==> src/rtl/uart_rx_pkg.sv <==
package uart_rx_pkg;
  typedef enum logic [1:0] {
    RX_IDLE  = 2'd0,
    RX_START = 2'd1,
    RX_DATA  = 2'd2,
    RX_STOP  = 2'd3
  } rx_state_e;

  localparam logic ADDR_CTRL = 1'b0;
  localparam logic ADDR_PWR  = 1'b1;

  // control-register bit positions
  localparam int B_MODE_HI = 7;
  localparam int B_MODE_LO = 6;
  localparam int B_MULTI   = 5;
  localparam int B_EN      = 4;
  localparam int B_NINTH   = 2;
  localparam int B_DONE    = 0;
  // power-control bit position
  localparam int B_CHECK   = 6;

  function automatic logic mode_nine(input logic m_hi);
    return m_hi;
  endfunction

  function automatic logic mode_active(input logic m_hi, input logic m_lo);
    return m_hi | m_lo;
  endfunction
endpackage

==> src/rtl/uart_rx_sampler.sv <==
module uart_rx_sampler #(
  parameter int OVS = 16
) (
  input  logic clk,
  input  logic rst_n,
  input  logic tick,
  input  logic active,
  input  logic rxd,
  output logic mid,
  output logic bit_end,
  output logic maj
);
  localparam int CW = $clog2(OVS);
  localparam logic [CW-1:0] MID_C  = CW'(OVS / 2);
  localparam logic [CW-1:0] PRE2_C = CW'(OVS / 2 - 2);
  localparam logic [CW-1:0] PRE1_C = CW'(OVS / 2 - 1);
  localparam logic [CW-1:0] LAST_C = CW'(OVS - 1);

  logic [CW-1:0] cnt;
  logic          s_a, s_b;

  // while idle the counter parks at 1 so the start-detection tick counts as 0
  always_ff @(posedge clk or negedge rst_n) begin
    if (!rst_n) begin
      cnt <= '0;
      s_a <= 1'b1;
      s_b <= 1'b1;
    end else if (tick) begin
      if (!active) cnt <= CW'(1);
      else if (cnt == LAST_C) cnt <= '0;
      else cnt <= cnt + CW'(1);
      if (active && cnt == PRE2_C) s_a <= rxd;
      if (active && cnt == PRE1_C) s_b <= rxd;
    end
  end

  assign mid     = tick && active && (cnt == MID_C);
  assign bit_end = tick && active && (cnt == LAST_C);
  assign maj     = (s_a & s_b) | (s_a & rxd) | (s_b & rxd);
endmodule

==> src/rtl/uart_rx_framer.sv <==
module uart_rx_framer
  import uart_rx_pkg::*;
#(
  parameter int OVS    = 16,
  parameter int DATA_W = 8
) (
  input  logic              clk,
  input  logic              rst_n,
  input  logic              tick,
  input  logic              rxd,
  input  logic              run,
  input  logic              nine,
  output logic [DATA_W:0]   data,
  output logic              last_end,
  output logic              stop_smp,
  output logic              stop_bit
);
  localparam int IW = $clog2(DATA_W + 1);

  rx_state_e       state;
  logic            prev;
  logic [IW-1:0]   idx;
  logic [IW-1:0]   last_idx;
  logic            mid, bit_end, maj;

  assign last_idx = nine ? IW'(DATA_W) : IW'(DATA_W - 1);

  uart_rx_sampler #(.OVS(OVS)) u_smp (
    .clk     (clk),
    .rst_n   (rst_n),
    .tick    (tick),
    .active  (state != RX_IDLE),
    .rxd     (rxd),
    .mid     (mid),
    .bit_end (bit_end),
    .maj     (maj)
  );

  always_ff @(posedge clk or negedge rst_n) begin
    if (!rst_n) begin
      state <= RX_IDLE;
      prev  <= 1'b1;
      idx   <= '0;
      data  <= '0;
    end else begin
      if (tick) prev <= rxd;
      if (!run) begin
        state <= RX_IDLE;
      end else begin
        unique case (state)
          RX_IDLE:  if (tick && prev && !rxd) state <= RX_START;
          RX_START: begin
            if (mid && maj) state <= RX_IDLE;
            else if (bit_end) begin
              state <= RX_DATA;
              idx   <= '0;
            end
          end
          RX_DATA: begin
            if (mid) data[idx] <= maj;
            if (bit_end) begin
              if (idx == last_idx) state <= RX_STOP;
              else idx <= idx + IW'(1);
            end
          end
          RX_STOP:  if (mid) state <= RX_IDLE;
          default:  state <= RX_IDLE;
        endcase
      end
    end
  end

  assign last_end = run && (state == RX_DATA) && bit_end && (idx == last_idx);
  assign stop_smp = run && (state == RX_STOP) && mid;
  assign stop_bit = maj;
endmodule

==> src/rtl/uart_rx_regs.sv <==
module uart_rx_regs
  import uart_rx_pkg::*;
#(
  parameter int DATA_W = 8
) (
  input  logic              clk,
  input  logic              rst_n,
  input  logic              reg_we,
  input  logic              reg_addr,
  input  logic [7:0]        reg_wdata,
  output logic [7:0]        reg_rdata,
  input  logic [DATA_W:0]   data,
  input  logic              last_end,
  input  logic              stop_smp,
  input  logic              stop_bit,
  output logic              sm0,
  output logic              sm1,
  output logic              ren,
  output logic              smod0,
  output logic [DATA_W-1:0] rx_byte,
  output logic              rx_ri,
  output logic              rx_rb8,
  output logic              rx_fe
);
  logic sm2, pend_rb8, nine, running, acc_off, acc_on, wr_ctrl, wr_pwr;

  assign nine    = mode_nine(sm0);
  assign running = ren && mode_active(sm0, sm1);
  assign wr_ctrl = reg_we && (reg_addr == ADDR_CTRL);
  assign wr_pwr  = reg_we && (reg_addr == ADDR_PWR);
  assign acc_off = !rx_ri && running && (!sm2 || !nine || data[DATA_W]);
  assign acc_on  = !rx_ri && running && (!sm2 || (nine ? data[DATA_W] : stop_bit));

  always_ff @(posedge clk or negedge rst_n) begin
    if (!rst_n) begin
      sm0 <= 1'b0; sm1 <= 1'b0; sm2 <= 1'b0; ren <= 1'b0;
      smod0 <= 1'b0; rx_fe <= 1'b0; rx_ri <= 1'b0; rx_rb8 <= 1'b0;
      rx_byte <= '0; pend_rb8 <= 1'b0;
    end else begin
      if (wr_ctrl) begin
        sm1    <= reg_wdata[B_MODE_LO];
        sm2    <= reg_wdata[B_MULTI];
        ren    <= reg_wdata[B_EN];
        rx_rb8 <= reg_wdata[B_NINTH];
        rx_ri  <= reg_wdata[B_DONE];
        if (smod0) rx_fe <= reg_wdata[B_MODE_HI];
        else       sm0   <= reg_wdata[B_MODE_HI];
      end
      if (wr_pwr) smod0 <= reg_wdata[B_CHECK];
      // hardware updates follow the software write, so they take priority
      if (last_end && !smod0) begin
        if (acc_off) begin
          rx_byte <= data[DATA_W-1:0];
          rx_ri   <= 1'b1;
          if (nine) rx_rb8 <= data[DATA_W];
        end
        pend_rb8 <= acc_off && !nine;
      end
      if (stop_smp) begin
        if (smod0) begin
          if (!stop_bit) rx_fe <= 1'b1;
          if (acc_on) begin
            rx_byte <= data[DATA_W-1:0];
            rx_ri   <= 1'b1;
            rx_rb8  <= nine ? data[DATA_W] : stop_bit;
          end
        end else if (pend_rb8) begin
          rx_rb8 <= stop_bit;
        end
        pend_rb8 <= 1'b0;
      end
    end
  end

  always_comb begin
    reg_rdata = '0;
    if (reg_addr == ADDR_CTRL) begin
      reg_rdata[B_MODE_HI] = smod0 ? rx_fe : sm0;
      reg_rdata[B_MODE_LO] = sm1;
      reg_rdata[B_MULTI]   = sm2;
      reg_rdata[B_EN]      = ren;
      reg_rdata[B_NINTH]   = rx_rb8;
      reg_rdata[B_DONE]    = rx_ri;
    end else begin
      reg_rdata[B_CHECK]   = smod0;
    end
  end
endmodule

==> src/rtl/uart_rx_fe.sv <==
module uart_rx_fe
  import uart_rx_pkg::*;
#(
  parameter int OVS    = 16,
  parameter int DATA_W = 8
) (
  input  logic              clk,
  input  logic              rst_n,
  input  logic              baud_tick,
  input  logic              rxd,
  input  logic              reg_we,
  input  logic              reg_addr,
  input  logic [7:0]        reg_wdata,
  output logic [7:0]        reg_rdata,
  output logic [DATA_W-1:0] rx_byte,
  output logic              rx_ri,
  output logic              rx_rb8,
  output logic              rx_fe
);
  logic [DATA_W:0] data;
  logic last_end, stop_smp, stop_bit;
  logic sm0, sm1, ren, smod0;

  uart_rx_framer #(.OVS(OVS), .DATA_W(DATA_W)) u_framer (
    .clk      (clk),
    .rst_n    (rst_n),
    .tick     (baud_tick),
    .rxd      (rxd),
    .run      (ren && mode_active(sm0, sm1)),
    .nine     (mode_nine(sm0)),
    .data     (data),
    .last_end (last_end),
    .stop_smp (stop_smp),
    .stop_bit (stop_bit)
  );

  uart_rx_regs #(.DATA_W(DATA_W)) u_regs (
    .clk       (clk),
    .rst_n     (rst_n),
    .reg_we    (reg_we),
    .reg_addr  (reg_addr),
    .reg_wdata (reg_wdata),
    .reg_rdata (reg_rdata),
    .data      (data),
    .last_end  (last_end),
    .stop_smp  (stop_smp),
    .stop_bit  (stop_bit),
    .sm0       (sm0),
    .sm1       (sm1),
    .ren       (ren),
    .smod0     (smod0),
    .rx_byte   (rx_byte),
    .rx_ri     (rx_ri),
    .rx_rb8    (rx_rb8),
    .rx_fe     (rx_fe)
  );
endmodule

==> config.mk <==
export PLATFORM = sky130hd
export DESIGN_NAME = uart_rx_fe
export DESIGN_NICKNAME = d
export VERILOG_FILES = /design/src/rtl/uart_rx_pkg.sv /design/src/rtl/uart_rx_sampler.sv /design/src/rtl/uart_rx_framer.sv /design/src/rtl/uart_rx_regs.sv /design/src/rtl/uart_rx_fe.sv
export SDC_FILE = /design/constraint.sdc
export NUM_CORES = 1
export LEC_CHECK = 0
export ABC_CLOCK_PERIOD_IN_PS = 2800
export CAP_MARGIN = 10
export CORE_UTILIZATION = 30
export CTS_CLUSTER_DIAMETER = 80
export DETAILED_ROUTE_END_ITERATION = 10
export GPL_TIMING_DRIVEN = 0
export PLACE_DENSITY_LB_ADDON = 0.1
export SETUP_SLACK_MARGIN = 0.5
export SYNTH_ARGS = -nofsm -noshare
export SYNTH_HDL_FRONTEND = slang
export SYNTH_SLANG_ARGS = --single-unit
==> constraint.sdc <==
create_clock -name clk -period 2.8 [get_ports clk]
set_input_delay 0.28 -clock clk [delete_from_list [all_inputs] [get_ports clk]]
set_output_delay 0.28 -clock clk [all_outputs]
set_load 0.05 [all_outputs]
==> Word level (Yosys, flattened, before mapping) <==
Cells that the tools add are included.
{ "totals": {"register_bits": 39, "in_bits": 14, "output_inout_bits": 19, "elab_cells": 138} }
{ "op_classes": {"n_addsub": 2, "order_cmp": 2, "eq_ne": 17, "mux": 52, "n_bitwise": 8, "n_reduce_logical": 40} }
{ "op_table": {"columns": ["op", "n"], "rows": [
  ["$mux 8", 5],
  ["$mux 1", 28],
  ["$mux 4", 7],
  ["$logic_and 1x1->1", 22],
  ["$mux 2", 8],
  ["$ne 3x3->1 const B", 4],
  ["$bwmux 9", 1],
  ["$add 4x1->4 const B", 2],
  ["$eq 4x3->1 const B", 2],
  ["$eq 4x4->1 const B", 2],
  ["$pmux 2 s4", 1],
  ["$pmux 4 s2", 1],
  ["$reduce_and 2->1", 3],
  ["$reduce_and 6->1", 1],
  ["$reduce_bool 2->1", 3],
  ["$logic_not 1->1", 5],
  ["$lt 4x5->1 const B", 1],
  ["$reduce_and 5->1", 1],
  ["$demux 1 s4", 1],
  ["$eq 2x2->1 const B", 2],
  ["$eq 4x4->1", 1],
  ["$ge 4x1->1 const B", 1],
  ["$ne 2x1->1 const B", 2],
  ["$ne 2x2->1 const B", 2],
  ["8 further kinds", 15]
]} }

==> Longest topological paths before layout <==
{ "depth": {"ltp_word": 10, "mapped_depth": 7, "mapped_depth_nobuf": 7} }

==> Hierarchy <==
Synthesis repeated with hierarchy kept, for this count alone.
{ "unflattened": {"cells_unflattened": 200, "area_unflattened_um2": 2183.3} }
{ "modules_own_cells": {"columns": ["mod", "instances", "cells_per_inst", "area_per_inst_um2", "seq_area_each_um2"], "rows": [
  ["uart_rx_regs", 1, 79, 907.1, 425.4],
  ["uart_rx_framer", 1, 86, 897.1, 401.6],
  ["uart_rx_sampler", 1, 34, 371.6, 152.6],
  ["uart_rx_fe", 1, 1, 7.5, 0.0]
]} }

==> Worst setup path before layout <==
No wires, ideal clock.
{ "synth_timing": {"kind": "register -> register", "start": "register u_framer.state[0]", "end": "register u_regs.rx_byte[0]", "setup_ns": 0.125, "arrival_ns": 1.919, "slack_ns": 0.756, "stages_incl_launch_ff": 8, "path_buffers": 0, "period_less_slack_ns": 2.044, "cell_sequence": "dfrtp_1 -> inv_1 -> ha_1 -> and2b_2 -> nand4_1 -> nor4_4 -> a21oi_4 -> mux2_4"} }
{ "synth_via": {"elab_chain_len": 10, "elab_cells_between_ends": 16, "classes_between": "2 x eq/ne; 4 x mux; 10 x reduce/logical"} }
{ "synth_lines": {"columns": ["item", "line", "source"], "rows": [
  ["start, declared", "uart_rx_framer.sv:20", "rx_state_e state;"],
  ["start signal, assigned", "uart_rx_framer.sv:41", "state <= RX_IDLE;"],
  ["start signal, assigned", "uart_rx_framer.sv:48", "state <= RX_IDLE;"],
  ["start signal, assigned", "uart_rx_framer.sv:51", "RX_IDLE: if (tick && prev && !rxd) state <= RX_START;"],
  ["$reduce_bool 2->1", "uart_rx_framer.sv:32", ".active (state != RX_IDLE),"],
  ["$logic_and 1x1->1", "uart_rx_sampler.sv:37, uart_rx_sampler.sv:38", null],
  ["$logic_and 1x1->1", "uart_rx_sampler.sv:38", "assign bit_end = tick && active && (cnt == LAST_C);"],
  ["$logic_and 1x1->1 (2 in series)", "uart_rx_framer.sv:73", "assign last_end = run && (state == RX_DATA) && bit_end && (idx == last_idx);"],
  ["$logic_and 1x1->1", "uart_rx_regs.sv:51", "if (last_end && !smod0) begin"],
  ["$mux 8", "uart_rx_regs.sv:51", null],
  ["$mux 8", "uart_rx_regs.sv:62", "if (acc_on) begin"],
  ["$mux 8", "uart_rx_regs.sv:60", "if (smod0) begin"],
  ["$mux 8 (*)", "uart_rx_regs.sv:59", "if (stop_smp) begin"],
  ["end signal, assigned", "uart_rx_regs.sv:53", "rx_byte <= data[DATA_W-1:0];"],
  ["end signal, assigned", "uart_rx_regs.sv:63", "rx_byte <= data[DATA_W-1:0];"],
  ["end, declared", "uart_rx_regs.sv:20", "output logic [DATA_W-1:0] rx_byte,"]
]} }
Every way passes the cells marked *; elsewhere a longest branch is shown, timed or not.
A chain may end at the register's enable or synchronous reset.

==> Worst setup path after layout <==
{ "layout_timing": {"start": "register u_framer.state[1]", "end": "register u_regs.rx_byte[6]"} }
Same word-level chain as after synthesis.

==> summary.txt <==
Post-DRT Antenna Nets: 0
PortBufs: 26
Met1 Use GR: 17.7%
Pwr/cell area: 482 nW/um^2
Root Buffer: clkbuf_8
Fin Setup TNS: 0 ns
Syn. warnings: 0
Fin nets: 301
Setup ws final: 0.610 ns
Die Y: 90.6 um
Total die area: 8220 sq um
Ys flop type: dfrtp_1
Cell Rows: 31
Cells after DPL: 357
Cells along the critical path: inv_1 -> ha_1 -> and2b_2 -> nand4_1 -> nor4_4 -> buf_4 -> a21oi_4 -> mux2_4
Share of cells above drive strength 1: 25.0%
GPL Wtd Cong: 0.739
FFs w/ async S/R, synth: 100%
Netlist cell types: 53
Largest stage delay on the critical path: 0.41 ns
Detail Placement HPWL: 3590 um
Post-synth top area cell: dfrtp_1
Total power: 1.45 mW
Die X: 90.6 um
IO Pins: 33
Clock buffer count from CTS: 5
Skew final: 0.00768 ns
Crit Reg-Reg Startpoint: u_framer.state[1]
Number of synthesized register bits: 39
Critical path fanouts, max: 7
RSZ-0062 raised after global routing: true
Fin crit period: 2.19 ns
CTS Buffer Depth: 2
Clock sinks: 39
Final instance area: 3010 sq um
Max frequency: 457 MHz
Met2 GRT Util: 21.8%
Via Count: 1772
Worst skew pair latency: 0.30 ns
HP Start: baud_tick
DP Area: 2760 sq um
DRT Pass-1 Iters: 4
Clock transition at path regs: 0.08 ns
GRT Overall Usage: 13.7%
Cell family with most CP delay: simple AND/OR/NAND/NOR gates
Initial Util: 31.8%
Detailed Route WL: 5210 um
DRC: 0
Per-cell routed wire length: 13.9 um
Ant diodes: 0
Worst Hold End: u_framer.u_smp.cnt[1]
First-pass GRT wire length: 8860 um
TritonCTS clock tree: built
Busiest layer in global routing: met2
WHS Path Cells: 2
Reg2reg setup slack: 0.61 ns
Hold Crit Class: in2reg
M3 GR Usage: 3.45%
Worst Path Required: 2.99 ns
Synth area leaders: dfrtp_1, mux2_2, ha_1
Crit path DAT: 2.38 ns
Outcome: finished, final reports clean
Crit Path Class: reg2reg
CP Launch Type: flip-flop
R2R cell count: 8
Vias in the first global route: 1864
Hold Vio Cnt, Final: 0
DR iter-0 viols: 77
Mapped Area: 2360 sq um
CP bufs+invs: 2
Fin. max-slew vios: 0
CTS H-tree lvls: 2
Core Area: 7410 sq um
Synth Instances: 230
Fin cells: 375
Period utilization: 78.2%
DR vias/cell: 4.73
Normalized max-slew margin: 62.9%
Worst-margin pin slew: 0.556 ns
RR Endpoint: u_regs.rx_byte[6]
Pin count of the biggest net entering global routing: 23
Initial antenna violation count: 0
Seq/Total Area, Yosys: 41.6%
Final setup vio count: 0
VDD IR max: 0.150 mV
GR Overflow Total: 0
Lkg Pwr: 1.35 nW
Layout area overhead: 27.8%
DP Worst Slack: 0.421 ns
Layout fillers: 740
Avg Cell Area, Syn: 10.2 sq um
MaxCap Viol Count: 0
Crit path max-delay cell type: dfrtp_1
Yosys top cell area share: 38.2%
Number of flops mapped to enable cells by yosys: 0
CP endpoint kind: flip-flop
-- sequential cells by signal, summed over array words and instances, names as in the netlist, 2 cells and up --
signal	count
u_framer.idx	4
u_framer.u_smp.cnt	4
u_framer.state	2
u_regs.rx_byte	8
u_framer.data	9
-- how the worst max path moves through the flow --
stage,startpoint,end,depth (start not counted),slack (ns)
2_1_floorplan,u_framer.state[0],u_regs.rx_byte[0],7,0.76
3_3_place_gp,rst_n,u_regs.ren,1,0.28
3_5_place_dp,rxd,u_regs.rx_byte[3],6,0.42
4_1_cts,u_framer.state[1],u_regs.rx_byte[5],7,0.52
5_1_grt,u_framer.state[1],u_framer.state[1],8,0.47
6_report,u_framer.state[1],u_regs.rx_byte[6],8,0.61
-- layout make-up --
class                      count  area (sq um)  area share [%]
buffer                        11          73.8            2.45
clock buffer                   6          72.6            2.41
clock inverter                 2          60.1            1.99
inverter                      11          41.3            1.37
multi-input combinational    171          1320            43.8
sequential                    39           980            32.5
tap                           99           124            4.11
timing repair buffer          36           343            11.4
-- cells by family (layout without fill, tap and decap cells) --
| family | count (synthesis) | in the layout | share of synthesized area [%] |
|---|---|---|---|
| compound gates | 40 | 41 | 11.8 |
| other cells | 1 | 2 | 0.159 |
| buf+inv | 22 | 66 | 4.83 |
| mux | 27 | 27 | 14.0 |
| fa+ha+maj | 13 | 13 | 6.85 |
| simple gates | 88 | 88 | 20.8 |
| flops | 39 | 39 | 41.6 |
-- what timing repair did --
item / 4_1_cts / 5_1_grt
setup endpoints to repair: 11 / 15
cloned: 1 / 0
endpoints found under the hold margin: 14 / 0
pin swaps: 3 / 4
hold buffers: 1 / 0
buffers inserted: 6 / 2
resized for setup: 3 / 10
-- power breakdown --
group | total (mW) | switching, mW | internal [mW] | leakage (nW)
Sequential | 0.610 | 0.0237 | 0.586 | 0.514
Clock | 0.571 | 0.214 | 0.357 | 0.0654
Combinational | 0.271 | 0.169 | 0.102 | 0.771
Total | 1.45 | 0.407 | 1.04 | 1.35
-- routing by layer --
metal  vias up  part of all wire (%)
li1        895                     -
met1       851                    49
met2        21                    47
met3         5                   2.9
met4         0                   1.3
met5         -                     0
-- stage by stage --
| stage | utilization [%] | hold slack, ns |
|---|---|---|
| global route | 40.7 | 0.252 |
| detailed placement | 37.3 | 0.255 |
| floorplan | - | -0.0156 |
| finish | 40.7 | 0.236 |
| CTS | 39.9 | 0.239 |
| global placement | 37.1 | 0.486 |
-- synthesized netlist by cell type (all sizes together) (3+ instances only) --
master	n
a21oi	11
buf	6
clkbuf	5
dfrtp	36
dfstp	3
ha	12
inv	11
mux2	23
mux2i	4
nand2	33
nand2b	3
nand3	5
nand4	3
nand4b	3
nor2	14
nor2b	7
nor3	3
nor3b	3
o21ai	15
-- layout by cell type (no fill, tap or decap), types with 2 or more instances in the layout --
cell | Yosys | layout
a21oi_1 | 10 | 10
a21oi_4 | 1 | 2
buf_4 | 4 | 12
buf_6 | 2 | 2
bufinv_16 | 0 | 2
clkbuf_1 | 4 | 4
clkbuf_2 | 1 | 2
clkbuf_8 | 0 | 5
clkdlybuf4s50_1 | 0 | 23
conb_1 | 1 | 2
dfrtp_1 | 36 | 36
dfstp_2 | 3 | 3
dlygate4sd2_1 | 0 | 2
ha_1 | 12 | 12
inv_1 | 11 | 11
mux2_2 | 15 | 15
mux2_4 | 8 | 8
mux2i_1 | 4 | 4
nand2_1 | 33 | 33
nand2b_1 | 3 | 3
nand3_1 | 5 | 5
nand3b_1 | 2 | 2
nand4_1 | 2 | 2
nand4b_1 | 3 | 3
nor2_1 | 14 | 14
nor2b_1 | 7 | 7
nor3b_2 | 2 | 2
o21ai_0 | 15 | 14
o31ai_1 | 2 | 2
No activity file was read; power rests on OpenSTA's default activity.
